**config.mk**
```make
export PLATFORM = sky130hd
export DESIGN_NAME = ivl_timer
export DESIGN_NICKNAME = d
export VERILOG_FILES = /design/src/rtl/ivl_timer_pkg.sv /design/src/rtl/ivl_timer_rate.sv /design/src/rtl/ivl_timer_chan.sv /design/src/rtl/ivl_timer.sv
export SDC_FILE = /design/constraint.sdc
export NUM_CORES = 1
export LEC_CHECK = 0
export ABC_CLOCK_PERIOD_IN_PS = 3900
export BUFFER_PORTS_ARGS = -buffer_cell sky130_fd_sc_hd__clkbuf_2
export CORE_ASPECT_RATIO = 0.6
export CORE_MARGIN = 4
export CORE_UTILIZATION = 53
export CTS_BUF_LIST = sky130_fd_sc_hd__clkbuf_8
export CTS_CLUSTER_SIZE = 40
export DETAILED_ROUTE_END_ITERATION = 10
export PLACE_DENSITY = 0.75
export SYNTH_ARGS = -nofsm -noshare
export SYNTH_HDL_FRONTEND = slang
export SYNTH_SLANG_ARGS = --single-unit
```
**constraint.sdc**
```tcl
create_clock -name clk -period 3.9 [get_ports clk]
set_input_delay 0.195 -clock clk [delete_from_list [all_inputs] [get_ports clk]]
set_output_delay 0.195 -clock clk [all_outputs]
set_load 0.01 [all_outputs]
```
**src/rtl/ivl_timer_pkg.sv**
```systemverilog
package ivl_timer_pkg;
   localparam logic [1:0] ADDR_CH0  = 2'd0;
   localparam logic [1:0] ADDR_CH2  = 2'd2;
   localparam logic [1:0] ADDR_CTRL = 2'd3;

   localparam logic [1:0] SEL_CH0   = 2'b00;
   localparam logic [1:0] SEL_CH1   = 2'b01;
   localparam logic [1:0] SEL_CH2   = 2'b10;
   localparam logic [1:0] SEL_RDBK  = 2'b11;
   localparam logic [1:0] ACC_LOHI  = 2'b11;

   localparam int MODE_W = 3;
   localparam int NUM_CH = 2;
endpackage

```
**src/rtl/ivl_timer_rate.sv**
```systemverilog
module ivl_timer_rate #(
   parameter int unsigned CLK_HZ  = 4772720,
   parameter int unsigned BASE_HZ = 1193180
) (
   input  logic clk,
   input  logic rst_n,
   output logic tick
);
   localparam int ACC_W = $clog2(CLK_HZ) + 1;
   localparam int SUM_W = ACC_W + 1;
   localparam logic [SUM_W-1:0] BASE_V = SUM_W'(BASE_HZ);
   localparam logic [SUM_W-1:0] CLK_V  = SUM_W'(CLK_HZ);

   logic [ACC_W-1:0] acc_q;
   logic [SUM_W-1:0] sum;

   always_comb begin
      sum  = {1'b0, acc_q} + BASE_V;
      tick = (sum >= CLK_V);
   end

   always_ff @(posedge clk or negedge rst_n) begin
      if (!rst_n) acc_q <= '0;
      else if (tick) acc_q <= ACC_W'(sum - CLK_V);
      else acc_q <= ACC_W'(sum);
   end
endmodule

```
**src/rtl/ivl_timer_chan.sv**
```systemverilog
module ivl_timer_chan #(
   parameter int DATA_W = 8,
   parameter int MODE_W = 3
) (
   input  logic              clk,
   input  logic              rst_n,
   input  logic              tick,
   input  logic              ctrl_wr,
   input  logic [MODE_W-1:0] ctrl_mode,
   input  logic              data_wr,
   input  logic [DATA_W-1:0] data_byte,
   output logic [MODE_W-1:0] mode_o,
   output logic              fired_o,
   output logic              irq_o
);
   localparam int CNT_W = 2 * DATA_W;
   localparam logic [CNT_W-1:0] ONE = CNT_W'(1);

   logic              hi_next_q;
   logic [DATA_W-1:0] low_q;
   logic [CNT_W-1:0]  reload_q;
   logic [CNT_W-1:0]  count_q;
   logic              run_q;
   logic              load;

   assign load = data_wr && hi_next_q && !ctrl_wr;

   always_ff @(posedge clk or negedge rst_n) begin
      if (!rst_n) begin
         hi_next_q <= 1'b0;
         low_q     <= '0;
         reload_q  <= '0;
         count_q   <= '0;
         run_q     <= 1'b0;
         fired_o   <= 1'b0;
         irq_o     <= 1'b0;
         mode_o    <= '0;
      end else begin
         irq_o <= 1'b0;
         if (ctrl_wr) begin
            mode_o    <= ctrl_mode;
            hi_next_q <= 1'b0;
         end else if (data_wr) begin
            if (!hi_next_q) begin
               low_q     <= data_byte;
               hi_next_q <= 1'b1;
            end else begin
               reload_q  <= {data_byte, low_q};
               count_q   <= {data_byte, low_q};
               run_q     <= 1'b1;
               fired_o   <= 1'b0;
               hi_next_q <= 1'b0;
            end
         end
         if (run_q && tick && !load) begin
            if (count_q == ONE) begin
               count_q <= reload_q;
               fired_o <= 1'b1;
               irq_o   <= 1'b1;
            end else begin
               count_q <= count_q - ONE;
            end
         end
      end
   end
endmodule

```
**src/rtl/ivl_timer.sv**
```systemverilog
module ivl_timer
   import ivl_timer_pkg::*;
#(
   parameter int unsigned CLK_HZ  = 4772720,
   parameter int unsigned BASE_HZ = 1193180,
   parameter int DATA_W = 8,
   parameter logic [DATA_W-1:0] FIRED_CODE = 8'h20
) (
   input  logic                     clk,
   input  logic                     rst_n,
   input  logic                     wr_en,
   input  logic [1:0]               wr_addr,
   input  logic [DATA_W-1:0]        wr_data,
   input  logic                     rd_sel,
   output logic [DATA_W-1:0]        rd_data,
   output logic [NUM_CH-1:0]        irq,
   output logic [NUM_CH*MODE_W-1:0] cnt_mode,
   output logic                     cfg_err
);
   generate
      if (DATA_W != 8) begin : g_bad_width
         $error("ivl_timer: control byte layout needs DATA_W of 8");
      end
      if (BASE_HZ == 0 || BASE_HZ > CLK_HZ) begin : g_bad_rate
         $error("ivl_timer: BASE_HZ must be nonzero and not above CLK_HZ");
      end
   endgenerate

   logic              tick;
   logic              ctrl_hit;
   logic [1:0]        sel;
   logic              acc_ok;
   logic              reject;
   logic [NUM_CH-1:0] fired;

   ivl_timer_rate #(.CLK_HZ(CLK_HZ), .BASE_HZ(BASE_HZ)) u_rate (
      .clk(clk), .rst_n(rst_n), .tick(tick));

   assign ctrl_hit = wr_en && (wr_addr == ADDR_CTRL);
   assign sel      = wr_data[7:6];
   assign acc_ok   = (wr_data[5:4] == ACC_LOHI);
   assign reject   = ctrl_hit && ((sel == SEL_RDBK) || ((sel != SEL_CH1) && !acc_ok));

   always_ff @(posedge clk or negedge rst_n) begin
      if (!rst_n) cfg_err <= 1'b0;
      else cfg_err <= reject;
   end

   for (genvar g = 0; g < NUM_CH; g++) begin : g_ch
      localparam logic [1:0] MY_SEL  = (g == 0) ? SEL_CH0 : SEL_CH2;
      localparam logic [1:0] MY_ADDR = (g == 0) ? ADDR_CH0 : ADDR_CH2;
      logic ch_ctrl;
      logic ch_data;
      assign ch_ctrl = ctrl_hit && (sel == MY_SEL) && acc_ok;
      assign ch_data = wr_en && (wr_addr == MY_ADDR);

      ivl_timer_chan #(.DATA_W(DATA_W), .MODE_W(MODE_W)) u_chan (
         .clk      (clk),
         .rst_n    (rst_n),
         .tick     (tick),
         .ctrl_wr  (ch_ctrl),
         .ctrl_mode(wr_data[MODE_W:1]),
         .data_wr  (ch_data),
         .data_byte(wr_data),
         .mode_o   (cnt_mode[g*MODE_W +: MODE_W]),
         .fired_o  (fired[g]),
         .irq_o    (irq[g]));
   end

   assign rd_data = fired[rd_sel] ? FIRED_CODE : '0;
endmodule

```
==> impl_results.md <==
* Crit path max-delay family: compound AO/OA/AOI/OAI gates
* Sequential area share after synthesis at 0.4407
* RSZ-0062 raised after global routing: no
* Setup CP Type: flop to flop
* Crit-path cells: inv_1 > ha_1 > nand2b_1 > a21boi_4 > o41ai_4 > buf_4 > a21oi_2 > xnor2_2 > nand4_2 > a211oi_4 > o21ai_4 > a211o_1 > a31oi_1
* Detailed Place HPWL at 11270 um
* Synth Warn # at 0
* Wire per inst at 17.70 um
* Top FF cell, synth: dfrtp_1
* Internal Power at 0.002431 W
* CP max stage cell: a211oi_4
* Worst-path clk slew at 90 ps
* Switching Share at 0.3643
* # DRC at 0
* Crit share post-route at 0.9400
* P_leak at 3.216 nW
* TritonCTS clock tree: yes
* Util after Layout at 0.6021
* Tmin final at 3666 ps
* Reg-to-reg startpoint: u_rate.acc_q[2]
* Full die area at 14450 um^2
* Result of the run: complete, no violations
* PD cells at 523.2 nW/um^2
* Post-Syn Area at 6644 um^2
* Fin Setup TNS at 0 ps
* Layout area overhead at 10.02%
* I/O pin count at 31
* Crit end category: flop
* Largest net degree at the start of global routing at 79
* Port Buffers at 23
* PnR worst setup slack at 233.9 ps
* Final Max Slew Viols at 0
* Row Count at 31
* Starting Density at 0.5473
* Antenna cells at 0
* CTS max path bufs at 2
* Cells after Synth at 744
* Syn_area_per_cell at 8.930 um^2
* Final setup fails at 0
* Critical Path AT at 4020 ps
* Async SR Flop Fraction at 1.000
* Worst endpoint required time at 4260 ps
* Initial antenna violation count at 0
* Hold Crit Class: primary input to flop
* Clock Power Share at 0.286
* Startpoint Class: flop
* CTS Root Cell: clkbuf_8
* Netlist cell types at 74
* Min-delay src: wr_data[0]
* Gate power share at 0.204
* RePlAce Congestion at 0.9089
* Post-synth EDFFs at 0
* Inserted Clock Buffers at 17
* H-tree Lvls at 4
* Remaining antenna violation count at 0
* Detailed-route via count at 5732
* Layout net count at 788
* Sink Count at 117
* Synth area leader: dfrtp_1
* Place WS at 238.1 ps
* CP max FO at 18
* Net Sw Power at 0.001393 W
* VDD IR max at 0.2815 mV
* Worst Setup SP: u_rate.acc_q[2]
* Die Span Y at 94.73 um
* Synth area leaders: dfrtp_1 (44%), nand2_1 (8.2%), o21ai_0 (5.0%), mux2_2 (3.9%), nor2_1 (3.6%)
* First-pass GRT wire length at 27380 um
* GRT overflow at 0
* Final hold vios at 0
* Vias/cell at 6.066
* DR iter-0 viols at 610
* Die width at 152.5 um
* Seq pwr share at 0.510
* Gr usage total at 0.2343
* Final WL at 16730 um
* Vias in the first global route at 5446
* Share of layout cells above drive strength 1 at 0.1564
* Max cap viols at 0
* Max_slew headroom at 0.2665
* Top cell type's share of synthesized area at 0.4407
* Clock Latency Late Sink at 440 ps
* CP bufs+invs at 2
* Flops & latches, synth at 117
* 1st-pass router iterations at 7
* Skew final at 15.52 ps
* F_max at 272.8 MHz
* Worst-Margin Slew at 1092 ps
* Max incr delay on CP at 550 ps
* Core box area at 12140 um^2
* R2R Setup Slk at 230 ps
-- worst reg2reg max path: cells and delay by family (launching register included) --
| kind | cells | cell delay [ps] |
|---|---|---|
| simple gates | 2 | 380 |
| xor+xnor | 1 | 320 |
| fa+ha+maj | 1 | 270 |
| compound gates | 7 | 1850 |
| flops | 1 | 460 |
| buf+inv | 2 | 290 |
-- synth_stat cells, types with 7 or more instances --
cell,instances
a21oi_1,26
dfrtp_1,117
and2_1,7
inv_1,21
nor2_1,63
buf_4,9
o21ai_1,10
nand3_1,9
xor2_1,13
o21ai_0,67
clkbuf_1,21
nor4_1,8
xnor2_1,19
mux2_2,23
nor3_1,18
a31oi_1,36
nand2_1,145
o21bai_1,8
ha_1,7
buf_2,7
-- per-stage QoR --
step	total power [W]	hold WS, ps	instance area (um^2)	cells
global placement	0.002647	404.9	6880	911
finish	0.003824	58.77	7310	945
floorplan	0.002435	-100.6	6666	750
CTS	0.003823	34.00	7278	944
detailed placement	0.002725	427.3	6880	911
global route	0.004053	55.95	7310	945
-- cell families after synthesis --
kind of cell,Yosys count,synth area share
other cells,1,0.0005644
flops,117,0.4407
fa+ha+maj,7,0.01318
buf+inv,64,0.04840
xor+xnor,34,0.04708
simple gates,289,0.1994
mux,29,0.04802
compound gates,203,0.2026
-- area by class of cell --
class / instances / area [um^2]
Clock buffer: 17 / 234.0
Inverter: 21 / 78.83
Sequential cell: 117 / 2928
Fill cell: 997 / 4831
Multi-Input combinational cell: 569 / 3428
Clock inverter: 15 / 153.9
Tap cell: 165 / 206.4
Timing Repair Buffer: 41 / 280.3
-- state kept, by name (all words and copies together), names as in the netlist --
name                   count
g_ch.u_chan.count_q       32
g_ch.u_chan.fired_o        2
u_rate.acc_q              22
g_ch.u_chan.irq_o          2
g_ch.u_chan.hi_next_q      2
cfg_err                    1
g_ch.u_chan.run_q          2
g_ch.u_chan.reload_q      32
g_ch.u_chan.low_q         16
g_ch.u_chan.mode_o         6
-- power by group through the flow --
stage | combinational [W] | clock, W | sequential [W]
final | 0.000781 | 0.00109 | 0.00195
after detailed placement | 0.000774 | 0 | 0.00195
after global placement | 0.000720 | 0 | 0.00193
after global routing | 0.000891 | 0.00117 | 0.00199
after CTS | 0.000779 | 0.00111 | 0.00194
after floorplan | 0.000596 | 0 | 0.00184
-- cells in the final DEF (no fill, tap or decap), types with 5 or more instances in the layout --
cell / Yosys / final
mux2i_1: 6 / 6
or3_1: 6 / 6
conb_1: 1 / 7
o21ai_1: 10 / 11
o21a_1: 5 / 5
nor3_1: 18 / 18
mux2_2: 23 / 23
a21oi_1: 26 / 26
and2_1: 7 / 7
nor3b_1: 6 / 6
clkbuf_2: 1 / 22
inv_6: 0 / 7
nand2_1: 145 / 145
clkbuf_8: 0 / 17
o21bai_1: 8 / 8
a31oi_1: 36 / 36
inv_1: 21 / 21
dfrtp_1: 117 / 117
nand3_1: 9 / 9
buf_4: 9 / 16
o21ai_0: 67 / 66
xor2_1: 13 / 12
nand2b_1: 5 / 5
nor4_1: 8 / 8
ha_1: 7 / 7
nor2_1: 63 / 63
xnor2_1: 19 / 19
-- routing by layer --
metal,up-vias,track usage,share of wire
met5,-,0,0
met4,0,0.05560,0.013
met3,24,0.06181,0.092
met2,271,0.3556,0.44
met1,2776,0.3393,0.45
li1,2661,-,-
-- timing repair --
action	CTS	global route
endpoints found under the hold margin	76	0
buffers inserted	0	1
hold buffers	1	0
setup endpoints to repair	0	46
resized for setup	0	3
-- worst paths after layout --
| path | cells after the start | end |
|---|---|---|
| min | 3 | g_ch[0].u_chan.reload_q[8] |
| max reg2reg | 13 | g_ch[0].u_chan.count_q[1] |
| max in group asynchronous | 3 | g_ch[1].u_chan.fired_o |
| min in group asynchronous | 2 | g_ch[1].u_chan.reload_q[4] |
| max | 13 | g_ch[0].u_chan.count_q[1] |
| min reg2reg | 2 | g_ch[1].u_chan.reload_q[7] |
Note: power is estimated with default switching activity, not from simulation.
